`config.mk`:
```
export PLATFORM = sky130hd
export DESIGN_NAME = rpg_top
export DESIGN_NICKNAME = d
export VERILOG_FILES = /design/src/rtl/rpg_pkg.sv /design/src/rtl/rpg_cfg_reg.sv /design/src/rtl/rpg_pulse_fsm.sv /design/src/rtl/rpg_out_drive.sv /design/src/rtl/rpg_top.sv
export SDC_FILE = /design/constraint.sdc
export NUM_CORES = 1
export LEC_CHECK = 0
export ABC_AREA = 1
export ABC_CLOCK_PERIOD_IN_PS = 3690
export BUFFER_PORTS_ARGS = -buffer_cell sky130_fd_sc_hd__clkbuf_2
export CAP_MARGIN = 20
export CELL_PAD_IN_SITES_DETAIL_PLACEMENT = 0
export CELL_PAD_IN_SITES_GLOBAL_PLACEMENT = 1
export CORE_UTILIZATION = 39
export DETAILED_ROUTE_END_ITERATION = 10
export MAX_ROUTING_LAYER = met4
export PLACE_DENSITY = 0.9
export SLEW_MARGIN = 20
export SYNTH_ARGS = -nofsm -noshare
export SYNTH_HDL_FRONTEND = slang
export SYNTH_SLANG_ARGS = --single-unit
```
`constraint.sdc`:
```
create_clock -name clk -period 3.69 [get_ports clk]
set_input_delay 0.5535 -clock clk [delete_from_list [all_inputs] [get_ports clk]]
set_output_delay 0.5535 -clock clk [all_outputs]
set_load 0.03 [all_outputs]
```
`src/rtl/rpg_pkg.sv`:
```
package rpg_pkg;
    typedef enum logic {
        ST_IDLE  = 1'b0,
        ST_DRIVE = 1'b1
    } pulse_state_e;

    localparam logic [7:0] KEY_ACT_HIGH = 8'hA5;
    localparam logic [7:0] KEY_ACT_LOW  = 8'h5A;
    localparam logic [7:0] KEY_PUSHPULL = 8'hA8;
    localparam logic [7:0] KEY_OPENDRN  = 8'h8A;
endpackage

```
`src/rtl/rpg_cfg_reg.sv`:
```
module rpg_cfg_reg
    import rpg_pkg::*;
#(
    parameter int DATA_W    = 32,
    parameter int ADDR_W    = 8,
    parameter int CNT_W     = 20,
    parameter logic [ADDR_W-1:0] CFG_OFFSET = 'h18,
    parameter int RST_WIDTH = 255
) (
    input  logic              clk,
    input  logic              rst_n,
    input  logic              wr_en,
    input  logic [ADDR_W-1:0] addr,
    input  logic [DATA_W-1:0] wdata,
    output logic [DATA_W-1:0] cfg_q,
    output logic              act_high,
    output logic              push_pull,
    output logic [CNT_W-1:0]  width
);
    localparam int POL_BIT = DATA_W - 1;
    localparam int DRV_BIT = DATA_W - 2;
    localparam logic [DATA_W-1:0] RST_VALUE = DATA_W'(RST_WIDTH);

    logic [DATA_W-1:0] cfg_d;
    logic [7:0]        key;
    logic              hit;

    assign key = wdata[DATA_W-1 -: 8];
    assign hit = wr_en && (addr == CFG_OFFSET);

    always_comb begin
        cfg_d = cfg_q;
        cfg_d[CNT_W-1:0] = wdata[CNT_W-1:0];
        unique case (key)
            KEY_ACT_HIGH: cfg_d[POL_BIT] = 1'b1;
            KEY_ACT_LOW:  cfg_d[POL_BIT] = 1'b0;
            KEY_PUSHPULL: cfg_d[DRV_BIT] = 1'b1;
            KEY_OPENDRN:  cfg_d[DRV_BIT] = 1'b0;
            default:      ;
        endcase
    end

    always_ff @(posedge clk or negedge rst_n) begin
        if (!rst_n) begin
            cfg_q <= RST_VALUE;
        end else if (hit) begin
            cfg_q <= cfg_d;
        end
    end

    assign act_high  = cfg_q[POL_BIT];
    assign push_pull = cfg_q[DRV_BIT];
    assign width     = cfg_q[CNT_W-1:0];
endmodule

```
`src/rtl/rpg_pulse_fsm.sv`:
```
module rpg_pulse_fsm
    import rpg_pkg::*;
#(
    parameter int CNT_W = 20
) (
    input  logic             clk,
    input  logic             rst_n,
    input  logic             expire,
    input  logic             tick,
    input  logic [CNT_W-1:0] width,
    output logic             busy,
    output logic [CNT_W-1:0] remain
);
    pulse_state_e     state_q, state_d;
    logic [CNT_W-1:0] remain_q, remain_d;

    always_ff @(posedge clk or negedge rst_n) begin
        if (!rst_n) begin
            state_q  <= ST_IDLE;
            remain_q <= '0;
        end else begin
            state_q  <= state_d;
            remain_q <= remain_d;
        end
    end

    always_comb begin
        state_d  = state_q;
        remain_d = remain_q;
        unique case (state_q)
            ST_IDLE: begin
                if (expire) begin            // fire
                    state_d  = ST_DRIVE;
                    remain_d = width;
                end                          // else wait
            end
            ST_DRIVE: begin
                if (tick) begin
                    if (remain_q == '0) begin
                        state_d = ST_IDLE;   // release
                    end else begin
                        remain_d = remain_q - CNT_W'(1); // count
                    end
                end                          // else hold
            end
            default: state_d = ST_IDLE;
        endcase
    end

    assign busy   = (state_q == ST_DRIVE);
    assign remain = remain_q;
endmodule

```
`src/rtl/rpg_out_drive.sv`:
```
module rpg_out_drive (
    input  logic busy,
    input  logic act_high,
    input  logic push_pull,
    output logic level,
    output logic oe
);
    always_comb begin
        level = act_high ? busy : ~busy;
        oe    = push_pull | busy;
    end
endmodule

```
`src/rtl/rpg_top.sv`:
```
module rpg_top #(
    parameter int DATA_W    = 32,
    parameter int ADDR_W    = 8,
    parameter int CNT_W     = 20,
    parameter logic [ADDR_W-1:0] CFG_OFFSET = 'h18,
    parameter int RST_WIDTH = 255
) (
    input  logic              clk,
    input  logic              rst_n,
    input  logic              bus_wr,
    input  logic [ADDR_W-1:0] bus_addr,
    input  logic [DATA_W-1:0] bus_wdata,
    output logic [DATA_W-1:0] bus_rdata,
    input  logic              expire,
    input  logic              tick,
    output logic              rst_level,
    output logic              rst_oe
);
    logic [DATA_W-1:0] cfg_q;
    logic              act_high;
    logic              push_pull;
    logic [CNT_W-1:0]  width;
    logic              busy;
    logic [CNT_W-1:0]  remain;

    rpg_cfg_reg #(
        .DATA_W(DATA_W), .ADDR_W(ADDR_W), .CNT_W(CNT_W),
        .CFG_OFFSET(CFG_OFFSET), .RST_WIDTH(RST_WIDTH)
    ) u_cfg (
        .clk(clk), .rst_n(rst_n), .wr_en(bus_wr), .addr(bus_addr),
        .wdata(bus_wdata), .cfg_q(cfg_q), .act_high(act_high),
        .push_pull(push_pull), .width(width)
    );

    rpg_pulse_fsm #(.CNT_W(CNT_W)) u_fsm (
        .clk(clk), .rst_n(rst_n), .expire(expire), .tick(tick),
        .width(width), .busy(busy), .remain(remain)
    );

    rpg_out_drive u_drv (
        .busy(busy), .act_high(act_high), .push_pull(push_pull),
        .level(rst_level), .oe(rst_oe)
    );

    assign bus_rdata = (bus_addr == CFG_OFFSET) ? cfg_q : '0;
endmodule

```
==> impl.org, run 1 <==
** Floorplanning
- After floorplanning, the core was sized to cover 6790 sq um.
- Overall die width :: roughly 86 microns
- Starting density of the core :: 0.404
- The die covers around 7400 sq um.
- Row count :: 30
- Height of the die :: 85.9 microns
- 79 I/O pins were placed.

** Critical path
- Internal reg-to-reg setup slack :: about 1.7 ns
- Measured in cells, the most critical reg-to-reg path has a length of 8.
- The worst setup path is captured at an output port.
- The critical path starts at bus_addr[2].
- Endpoint of the most critical register-to-register path :: u_fsm.remain[12]$_DFFE_PN0P_
- Data on the critical path arrives at its endpoint at between 1.5 and 2 ns.
- STA classifies the critical path startpoint as an input pin.
- Cells traversed along the worst timing path :: clkbuf_2 -> inv_1 -> nand2_1 -> nor3_1 -> nand2_1 -> nor2_1 -> clkbuf_2
- Master of the slowest instance on the critical path :: sky130_fd_sc_hd__nand2_1
- Delay-heaviest family, CP :: simple AND/OR/NAND/NOR gates
- Number of buffers and inverters on the critical path :: 3
- Peak fanout along the critical path :: 22
- The critical path is of the in2out type.
- Highest cell delay on the worst timing path :: around 0.47 ns
- Critical path required time :: 3.14 ns
- In this run the critical register-to-register path is launched from u_fsm.busy$_DFF_PN0_.

** Synthesis
- Gate count after technology mapping :: 409
- Counting instances in the post-synthesis netlist gives the leading cell types as sky130_fd_sc_hd__nand2_1 (128), sky130_fd_sc_hd__nor2_1 (64), sky130_fd_sc_hd__inv_1 (48).
- Counting flops with a built-in enable in the synthesized netlist gives 0.
- Dividing the synthesized area by the synthesized cell count gives approximately 6.7 sq um.
- Async set-or-reset flop fraction in the synthesized netlist :: 1.00
- The synthesized design contains 43 register bits.
- Cell variety after synth :: 29
- Most frequent cell after synthesis :: sky130_fd_sc_hd__nand2_1
- Of the synthesized area, sequential elements account for 0.396.
- Synthesized area :: 2740 sq um
- The share of synthesized area in the top cell type comes to 0.319.
- Yosys attributes the largest share of cell area to sky130_fd_sc_hd__dfrtp_1 (32%), sky130_fd_sc_hd__nand2_1 (18%), sky130_fd_sc_hd__nor2_1 (8.8%).
- The largest total area in the synthesized netlist belongs to sky130_fd_sc_hd__dfrtp_1.
- Synth Flop Type :: sky130_fd_sc_hd__dfrtp_1
- YS warnings :: 0

** Final layout
- Final core utilization :: 0.471
- Number of standard cells in the layout, taps in and fillers out :: roughly 570
- Ratio of cells with drive above 1 in the final layout :: 0.205
- Diodes inserted :: 0
- Nets :: 515
- Relative to the synthesized area, the layout overhead comes to 16.6%.
- Filler cell count in the final layout :: slightly above 700

** Global route
- The first global-routing pass estimated around 11,000 microns of wire.
- The via count of the first global-routing pass is about 2,400.
- Total track usage :: 0.196
- The number of antenna violations at the first check in global routing was 0.
- Overflow left after global routing :: 0
- Largest net degree at the start of global routing :: 44

** Clocking
- TritonCTS built the clock tree.
- Post CTS Setup Buffer Count :: 0
- The H-tree generated during clock tree synthesis spans 2 levels.
- After clock tree synthesis, the flow added hold-fix buffers numbering 0.
- The tree is rooted in a sky130_fd_sc_hd__clkbuf_8.
- Clock-pin slew was measured on the worst setup and hold paths at around 0.09 ns.
- In this run, post-CTS repair resized a total of 0 instances.
- TritonCTS Buffers :: 5
- Clock insertion delay at the later pin of the skew report :: roughly 0.30 ns
- For this design, the sink count on the clock tree is 43.
- Max Root-Sink Buffers :: 2

** Timing
- Max-slew headroom at the worst pin :: 0.387
- At the pin with the least slew margin, the transition time is between 0.9 and 1 ns.
- Final critical-path required period :: 2.43 ns
- Maximum clock frequency :: approximately 410 MHz
- RSZ-0062 raised after global routing :: false
- Hold Slack :: roughly 0.16 ns
- Dividing the final minimum period by the clock period gives 0.658.
- Setup violations remaining at the end of the flow were counted as 0.
- Setup slack on the critical path of the routed design comes to approximately 1.3 ns.
- Across the routed clock network, the largest skew measured is 0.00638 ns.
- Final setup TNS :: 0 ns
- Pins Over Slew Limit :: 0
- Final Hold Fails :: 0

** Status
- Run status :: finished, final reports clean

** Place
- After detailed placement, the design holds a cell count of 557.
- PortBufs :: 64
- Timing analysis after detailed placement gives a worst setup slack of around 1.2 ns.
- DP HPWL :: roughly 4800 microns
- The congestion estimate from routability-driven global placement came to between 0.8 and 0.9.

** Routing
- The routed layout has 2,572 vias.
- Iter 0 DRT Violations :: 144
- First-pass detailed-route iteration total :: 4
- Count of antenna-violating nets left after detailed routing :: 0
- Wirelength, routed :: roughly 6500 microns
- After detailed routing, the number of remaining DRC violations is 0.
- Vias per cell :: approximately 4.6
- Average detailed-routed wire length per instance :: 11.5 microns

** Power
- Worst vdd rail ir drop :: between 0.2 and 0.25 mV
- Power density normalized to cell area :: approximately 560 nW/um^2
- Leakage power figure :: 0.00178 uW

** Run
- Max-cap violations in this run came to 0.

** Min path
- The min-delay analysis places its worst path in the category in2async.
==> cell usage in the layout, fill, tap and decap left out, types with 6 or more instances in the layout <==
cell / instances
sky130_fd_sc_hd__clkbuf_2: 64
sky130_fd_sc_hd__clkbuf_8: 6
sky130_fd_sc_hd__conb_1: 10
sky130_fd_sc_hd__dfrtp_1: 35
sky130_fd_sc_hd__dfstp_2: 8
sky130_fd_sc_hd__inv_1: 47
sky130_fd_sc_hd__nand2_1: 128
sky130_fd_sc_hd__nand3_1: 26
sky130_fd_sc_hd__nand3_2: 6
sky130_fd_sc_hd__nor2_1: 64
sky130_fd_sc_hd__nor3_1: 8
sky130_fd_sc_hd__o21ai_0: 31
sky130_fd_sc_hd__o21ai_1: 6
==> power breakdown <==
part	switching [uW]	internal, uW	total (uW)
Clock	169	219	388
Sequential	106	584	691
Combinational	473	245	718
Total	748	1050	1800
==> worst reg2reg max path, cell delays in order, from the launching register on <==
cell	delay (ns)
sky130_fd_sc_hd__dfrtp_1	0.33
sky130_fd_sc_hd__buf_4	0.30
sky130_fd_sc_hd__inv_2	0.24
sky130_fd_sc_hd__nor3_1	0.33
sky130_fd_sc_hd__nand3_2	0.14
sky130_fd_sc_hd__nand2_4	0.25
sky130_fd_sc_hd__inv_4	0.17
sky130_fd_sc_hd__nand3_1	0.12
sky130_fd_sc_hd__nand2_1	0.05
==> final cells by class <==
| class | count | area (sq um) | area share |
|---|---|---|---|
| multi-input cells | 302 | 1350 | 0.422 |
| flip-flops and latches | 43 | 1090 | 0.340 |
| repair buffers | 66 | 335 | 0.105 |
| inverters | 50 | 190 | 0.0595 |
| well taps | 96 | 120 | 0.0376 |
| clock buffers | 6 | 82.6 | 0.0258 |
| clock inverters | 2 | 35.0 | 0.0110 |
==> registers in the layout, indices dropped and copies added, names as in the netlist <==
signal,flops
u_cfg.cfg_q,22
u_fsm.remain,20
u_fsm.busy,1
==> per-stage QoR <==
stage / total power, uW / instance area [sq um]
global route: 1960 / 3200
CTS: 1810 / 3200
global placement: 1400 / 3080
detailed placement: 1410 / 3080
floorplan: 1250 / 2780
finish: 1800 / 3200
==> worst max path at each step <==
stage,endpoint,slack (ns),cells after the start
floorplan,bus_rdata[10],1.60,6
global placement,bus_rdata[5],1.22,7
detailed placement,bus_rdata[5],1.22,7
CTS,bus_rdata[5],1.22,7
global route,bus_rdata[15],1.04,7
finish,bus_rdata[5],1.26,7
==> metal layers <==
| layer | track usage | share of wire | up-vias |
|---|---|---|---|
| met2 | 0.310 | 0.45 | 68 |
| met3 | 0.0346 | 0.045 | 7 |
| met5 | - | 0 | - |
| met4 | 0.0470 | 0.0088 | 0 |
| li1 | - | - | 1369 |
| met1 | 0.261 | 0.50 | 1128 |
==> logic make-up (layout without fill, tap and decap cells) <==
kind of cell | count (synthesis) | count (layout) | synth area share
flip-flops | 43 | 43 | 0.396
other | 1 | 10 | 0.00137
AO/OA/AOI/OAI | 42 | 42 | 0.0789
buffers and inverters | 73 | 124 | 0.125
AND/OR/NAND/NOR | 246 | 246 | 0.384
XOR/XNOR | 2 | 2 | 0.00639
adder cells (fa/ha/maj) | 2 | 2 | 0.00912
No activity file was read; power rests on OpenSTA's default activity.
==> run 2: changes to the inputs <==
Settings changed: ABC_CLOCK_PERIOD_IN_PS 3690 to 2000, CORE_UTILIZATION 39 to 33, PLACE_DENSITY 0.9 to 0.81.
Clock period 3.69 ns to 2 ns, I/O delays scaled along.
==> impl.org, run 2 (synthesized netlist as in run 1, its figures left out) <==
** Final layout
- The net count of the finished layout is 520.
- Area taken by flip-flops and latches :: 1090 sq um
- Diodes inserted :: 0
- In the final layout, the share of cells above drive strength 1 is 0.213.
- Max FFs per register :: 22
- Summing all multi-input logic gate instances after layout gives 1350 sq um.
- Filler cell count in the final layout :: between 800 and 900
- The library cells used most frequently in the layout, excluding fill and tap cells, are sky130_fd_sc_hd__nand2_1 (128), sky130_fd_sc_hd__nor2_1 (64), sky130_fd_sc_hd__clkbuf_2 (64).
- Area added between synthesis and finish :: 18.2%
- Register with the most flip-flops :: u_cfg.cfg_q
- Most frequent standard cell in the layout excluding fill and tap cells :: sky130_fd_sc_hd__nand2_1

** Timing
- Maximum clock frequency :: ~570 MHz
- Number of endpoints failing setup at the final stage :: 0
- Final setup TNS :: 0 ns
- Final clock period utilization by the worst path :: 0.884
- Clock Skew :: 0.00699 ns
- Max-slew headroom at the worst pin :: 0.627
- For the pin with the worst max-slew slack, the measured transition is roughly 0.56 ns.
- The worst path in the final design needs a cycle of 1.77 ns, including I/O delays and setup.
- The final hold violation count was 0.
- RSZ-0062 raised after global routing :: false
- Pins Over Slew Limit :: 0

** Clocking
- Clock-pin slew of the registers on the worst-case setup and hold paths :: roughly 0.09 ns
- In this run, post-CTS hold repair placed 0 buffers.
- Root Buffer Master :: sky130_fd_sc_hd__clkbuf_8
- In this run the number of H-tree levels came out at 2.
- TritonCTS built the clock tree.
- Once the clock tree was built, the resizer swapped 0 gates to a different size.
- Clock tree synthesis inserted a total of 5 buffers.
- After clock tree synthesis, the setup repair step added 0 buffers.
- Clock insertion delay at the later pin of the skew report :: 0.30 ns
- Sink Count :: 43
- The longest clock path from root to sink contains 2 buffers.

** Routing
- Vias per cell :: 4.59
- Count of antenna-violating nets left after detailed routing :: 0
- Detailed-route via count :: about 2,600
- Average detailed-routed wire length per instance :: about 12 microns
- Final routed DRC violation total :: 0
- First-pass detailed-route iteration total :: 4
- The first routing iteration left 125 violations.
- Wirelength, routed :: between 6000 and 7000 microns

** Floorplanning
- Area of the die :: ~8700 sq um
- Core Footprint :: ~7900 sq um
- From left edge to right edge, the die measures approximately 93 microns.
- Height of the die :: slightly above 90 microns
- The initial utilization of the core area, before any placement, comes to 0.348.
- In this run the core area contains 32 standard-cell rows.
- between 70 and 80 I/O pins were placed.

** Critical path
- Critical path class :: reg2reg
- Data on the critical path is required at its endpoint by ~2.2 ns.
- The critical path starts at u_fsm.remain[0]$_DFFE_PN0P_.
- WP data arrival :: ~2 ns
- The startpoint identified for the worst register-to-register timing path is u_fsm.remain[0]$_DFFE_PN0P_.
- STA classifies the critical path startpoint as a flop.
- R2R cell count :: 10
- Along the worst path, the maximum fanout reaches 15.
- Critical path capture point type :: flop

** Place
- DP HPWL :: roughly 5000 microns
- Routability cong. :: between 0.8 and 0.9
- The count of buffers added on input and output ports is 64.

** Power
- For this design the static power due to leakage is around 0.0018 uW.
- Power comes to 3330 uW.
- For this design the ratio of total power to cell area is between 1000 and 1500 nW/um^2.
- The worst-case IR drop observed on VDD is approximately 0.4 mV.

** Global route
- The number of antenna violations at the first check in global routing is 0.
- Total track usage :: 0.176
- The via count of the first global-routing pass is 2,545.
- Largest net degree at the start of global routing :: 44
- Overflow left after global routing :: 0
- First-pass GRT wire length :: between 10,000 and 15,000 microns

** Run
- Max-Cap Viols :: 0

** Min path
- Path class of the lowest-slack min-delay path :: in2async

** Status
- The run finished with clean final reports.
run 2: critical path: stages, from the launching register on:
cell                      delay [ns]
sky130_fd_sc_hd__dfrtp_1        0.38
sky130_fd_sc_hd__inv_1          0.14
sky130_fd_sc_hd__ha_1           0.19
sky130_fd_sc_hd__nand2_1        0.05
sky130_fd_sc_hd__nor3_1         0.25
sky130_fd_sc_hd__nand3_2        0.13
sky130_fd_sc_hd__nand2_4        0.18
sky130_fd_sc_hd__buf_4          0.19
sky130_fd_sc_hd__nor2_1         0.05
sky130_fd_sc_hd__nand2_1        0.06
sky130_fd_sc_hd__nand2_1        0.04
run 2: through the flow:
| stage | instances | hold WS (ns) | setup slack, ns | utilization | instance area (sq um) |
|---|---|---|---|---|---|
| CTS | 576 | 0.0923 | 0.220 | 0.411 | 3240 |
| global route | 576 | 0.127 | 0.0281 | 0.411 | 3240 |
| global placement | 568 | 0.421 | 0.279 | 0.396 | 3130 |
| detailed placement | 568 | 0.414 | 0.216 | 0.396 | 3130 |
| floorplan | 418 | 0.00441 | 0.408 | - | 2780 |
| finish | 576 | 0.0733 | 0.232 | 0.411 | 3240 |
run 2: path summary, 6_finish.rpt:
check / slack [ns] / endpoint
worst max-delay path: 0.23 / u_fsm.remain[11]$_DFFE_PN0P_
worst min-delay path: 0.07 / u_fsm.remain[13]$_DFFE_PN0P_
worst max register to register: 0.23 / u_fsm.remain[11]$_DFFE_PN0P_
worst min register to register: 0.48 / u_cfg.cfg_q[30]$_DFFE_PN0P_
max in group asynchronous: 1.54 / u_cfg.cfg_q[6]$_DFFE_PN1P_
min in group clk: 0.20 / u_cfg.cfg_q[2]$_DFFE_PN1P_
run 2: layer usage:
| layer | wire, microns | track usage |
|---|---|---|
| met1 | 3350 | 0.231 |
| met2 | 2980 | 0.279 |
| met3 | 304 | 0.0325 |
| met4 | 80 | 0.0462 |
| met5 | 0 | - |
run 2: layout make-up:
class                   instances  area share
clock buffers                   6      0.0255
clock inverters                 2      0.0108
inverters                      50      0.0586
multi-input cells             302       0.416
flip-flops and latches         43       0.335
well taps                     102      0.0394
repair buffers                 71       0.115
run 2: report_power, final:
part / leakage [uW] / internal (uW) / switching (uW) / total (uW)
registers: 0.000487 / 1080 / 198 / 1280
clock network: 0.0000612 / 404 / 306 / 710
logic: 0.00126 / 456 / 890 / 1350
==> run 3: changes to the inputs <==
Settings changed: CORE_MARGIN set to 4.
==> impl.org, run 3 (synthesized netlist as in run 1, its figures left out) <==
** Status
- Run status :: finished, final reports clean

** Timing
- Setup repair after global routing left no endpoint under its margin.
- The final hold violation count was 0.
- Subtracting the final worst setup slack from the clock period gives ~1.8 ns.
- In the final timing run, aggregate negative setup slack is 0 ns.
- Setup violations remaining at the end of the flow were counted as 0.
- Slew of the pin with the lowest slew margin :: around 0.56 ns
- Derived from the worst setup path, the maximum achievable clock frequency is 556 MHz.
- The number of pins with negative max-slew slack in the final report was 0.
- On the final layout, the worst clock skew is 0.00818 ns.
- Max-slew headroom at the worst pin :: 0.625
- Final clock period utilization by the worst path :: 0.900

** Floorplanning
- Height of the die :: between 90 and 100 microns
- Core Footprint :: approximately 7900 sq um
- 79 I/O pins were placed.
- The floorplan step defined a die boundary enclosing slightly below 10,000 sq um.
- The floorplan has 32 rows.
- For this configuration, the core starts out at a cell density of 0.348.
- From left edge to right edge, the die measures 99.2 microns.

** Global route
- Across every metal layer, demand over resource in global routing totals 0.154.
- First-pass GRT wire length :: about 12,000 microns
- Largest net degree at the start of global routing :: 44
- The number of antenna violations at the first check in global routing is 0.
- The via count of the first global-routing pass came to roughly 2,600.
- For this run the aggregate overflow at the end of global routing stands at 0.

** Clocking
- Counting along the longest clock path gives a buffer depth of 2.
- Clock tree synthesis inserted a total of 5 buffers.
- Post-CTS repair changed the size of 0 cells.
- Sink Count :: 43
- Clock-pin slew was measured on the worst setup and hold paths at ~0.09 ns.
- The H-tree generated during clock tree synthesis spans 2 levels.
- TritonCTS clock tree :: yes
- Buffers inserted to repair hold after CTS numbered 0.
- The number of setup buffers added after CTS is 0.
- Root Buffer Master :: sky130_fd_sc_hd__clkbuf_8
- Clock insertion delay at the later pin of the skew report :: 0.31 ns

** Routing
- For this run, the detailed router's first-pass iteration total came to 4.
- Iter 0 DRT Violations :: roughly 180
- Wirelength, routed :: 6950 microns
- In the routed layout, each cell is associated on average with a via count of about 4.6.
- After detailed routing, the number of remaining DRC violations is 0.
- Dividing the detail-routed wire length by the instance count gives between 10 and 15 microns.
- Count of antenna-violating nets left after detailed routing :: 0
- Across all layers, the routed design uses 2,654 vias.

** Final layout
- Leaving out fill and tap cells, the most frequent cell in the layout is sky130_fd_sc_hd__nand2_1.
- Ratio of cells with drive above 1 in the final layout :: 0.213
- Compared with the post-synthesis result, the final layout area differs by 17.8%.
- Leading cell types in the layout, fill and taps excluded :: sky130_fd_sc_hd__nand2_1 (128), sky130_fd_sc_hd__nor2_1 (64), sky130_fd_sc_hd__clkbuf_2 (64)
- Register with the most flip-flops :: u_cfg.cfg_q
- At the end of the flow the core is filled with cells to 0.410.
- The register with the most flip-flops in the layout has 22 of them.
- Excluding fillers, the count of instances in the completed layout stands at approximately 580.
- After the last flow step, the layout net total stands at 520.
- Diodes inserted :: 0

** Critical path
- Of all nets on the critical path, the largest fanout is 19.
- Critical path launch point type :: flop
- Data on the critical path is required at its endpoint by 2.19 ns.
- STA classifies the critical path endpoint as a flop.
- WP data arrival :: around 2.0 ns
- Critical path class :: reg2reg
- R2R cell count :: 9

** Power
- Power density normalized to cell area :: between 900 and 1000 nW/um^2
- Worst vdd rail ir drop :: around 0.31 mV
- Leakage power figure :: 0.00179 uW

** Place
- Cell Count Post-Placement :: 568
- PortBufs :: 64
- The HPWL after detailed placement is 5240 microns.
- Routability cong. :: slightly below 0.9

** Run
- Max-Cap Viols :: 0

** Min path
- Path class of the lowest-slack min-delay path :: in2async
==> run 3: cell type report <==
cell class	instances	area, sq um
clock buffer	5	68.8
clock inverter	3	23.8
fill	836	4660
inverter	50	190
multi-input combinational	302	1350
sequential	43	1090
tap	102	128
timing repair buffer	71	385
==> run 3: final timing paths <==
check / startpoint / end / slack (ns)
worst min-delay path: rst_n / u_fsm.remain[13]$_DFFE_PN0P_ / 0.06
worst max-delay path: u_fsm.remain[0]$_DFFE_PN0P_ / u_fsm.remain[3]$_DFFE_PN0P_ / 0.20
min in group clk: bus_wdata[2] / u_cfg.cfg_q[2]$_DFFE_PN1P_ / 0.19
worst max register to register: u_fsm.remain[0]$_DFFE_PN0P_ / u_fsm.remain[3]$_DFFE_PN0P_ / 0.20
max in group asynchronous: rst_n / u_cfg.cfg_q[7]$_DFFE_PN1P_ / 1.55
worst min register to register: u_cfg.cfg_q[30]$_DFFE_PN0P_ / u_cfg.cfg_q[30]$_DFFE_PN0P_ / 0.48
==> run 3: metal layers <==
layer	share of wire	GRT usage
met3	0.048	0.0273
met1	0.49	0.205
met4	0.010	0.0378
met2	0.46	0.245
met5	0	-
==> run 3: critical path, stage by stage (launching register included) <==
cell,delay (ns)
sky130_fd_sc_hd__dfrtp_1,0.39
sky130_fd_sc_hd__inv_1,0.14
sky130_fd_sc_hd__ha_1,0.20
sky130_fd_sc_hd__nand2_1,0.06
sky130_fd_sc_hd__nor3_1,0.25
sky130_fd_sc_hd__nand3_2,0.13
sky130_fd_sc_hd__nand2_4,0.20
sky130_fd_sc_hd__inv_4,0.15
sky130_fd_sc_hd__nand2_1,0.10
sky130_fd_sc_hd__o21ai_1,0.06
==> run 3: per-stage QoR <==
stage / cell area (sq um) / total power, uW / setup slack (ns) / hold slack, ns
final: 3230 / 3210 / 0.200 / 0.0617
after CTS: 3230 / 3230 / 0.190 / 0.0960
after detailed placement: 3140 / 2620 / 0.206 / 0.432
after floorplan: 2780 / 2300 / 0.408 / 0.00441
after global routing: 3230 / 3530 / 0.0501 / 0.132
after global placement: 3140 / 2590 / 0.268 / 0.424
==> run 3: report_power, final <==
group	switching [uW]	leakage (uW)	internal [uW]
Sequential	203	0.000487	1080
Clock	342	0.0000408	250
Combinational	877	0.00127	456
Total	1420	0.00179	1780
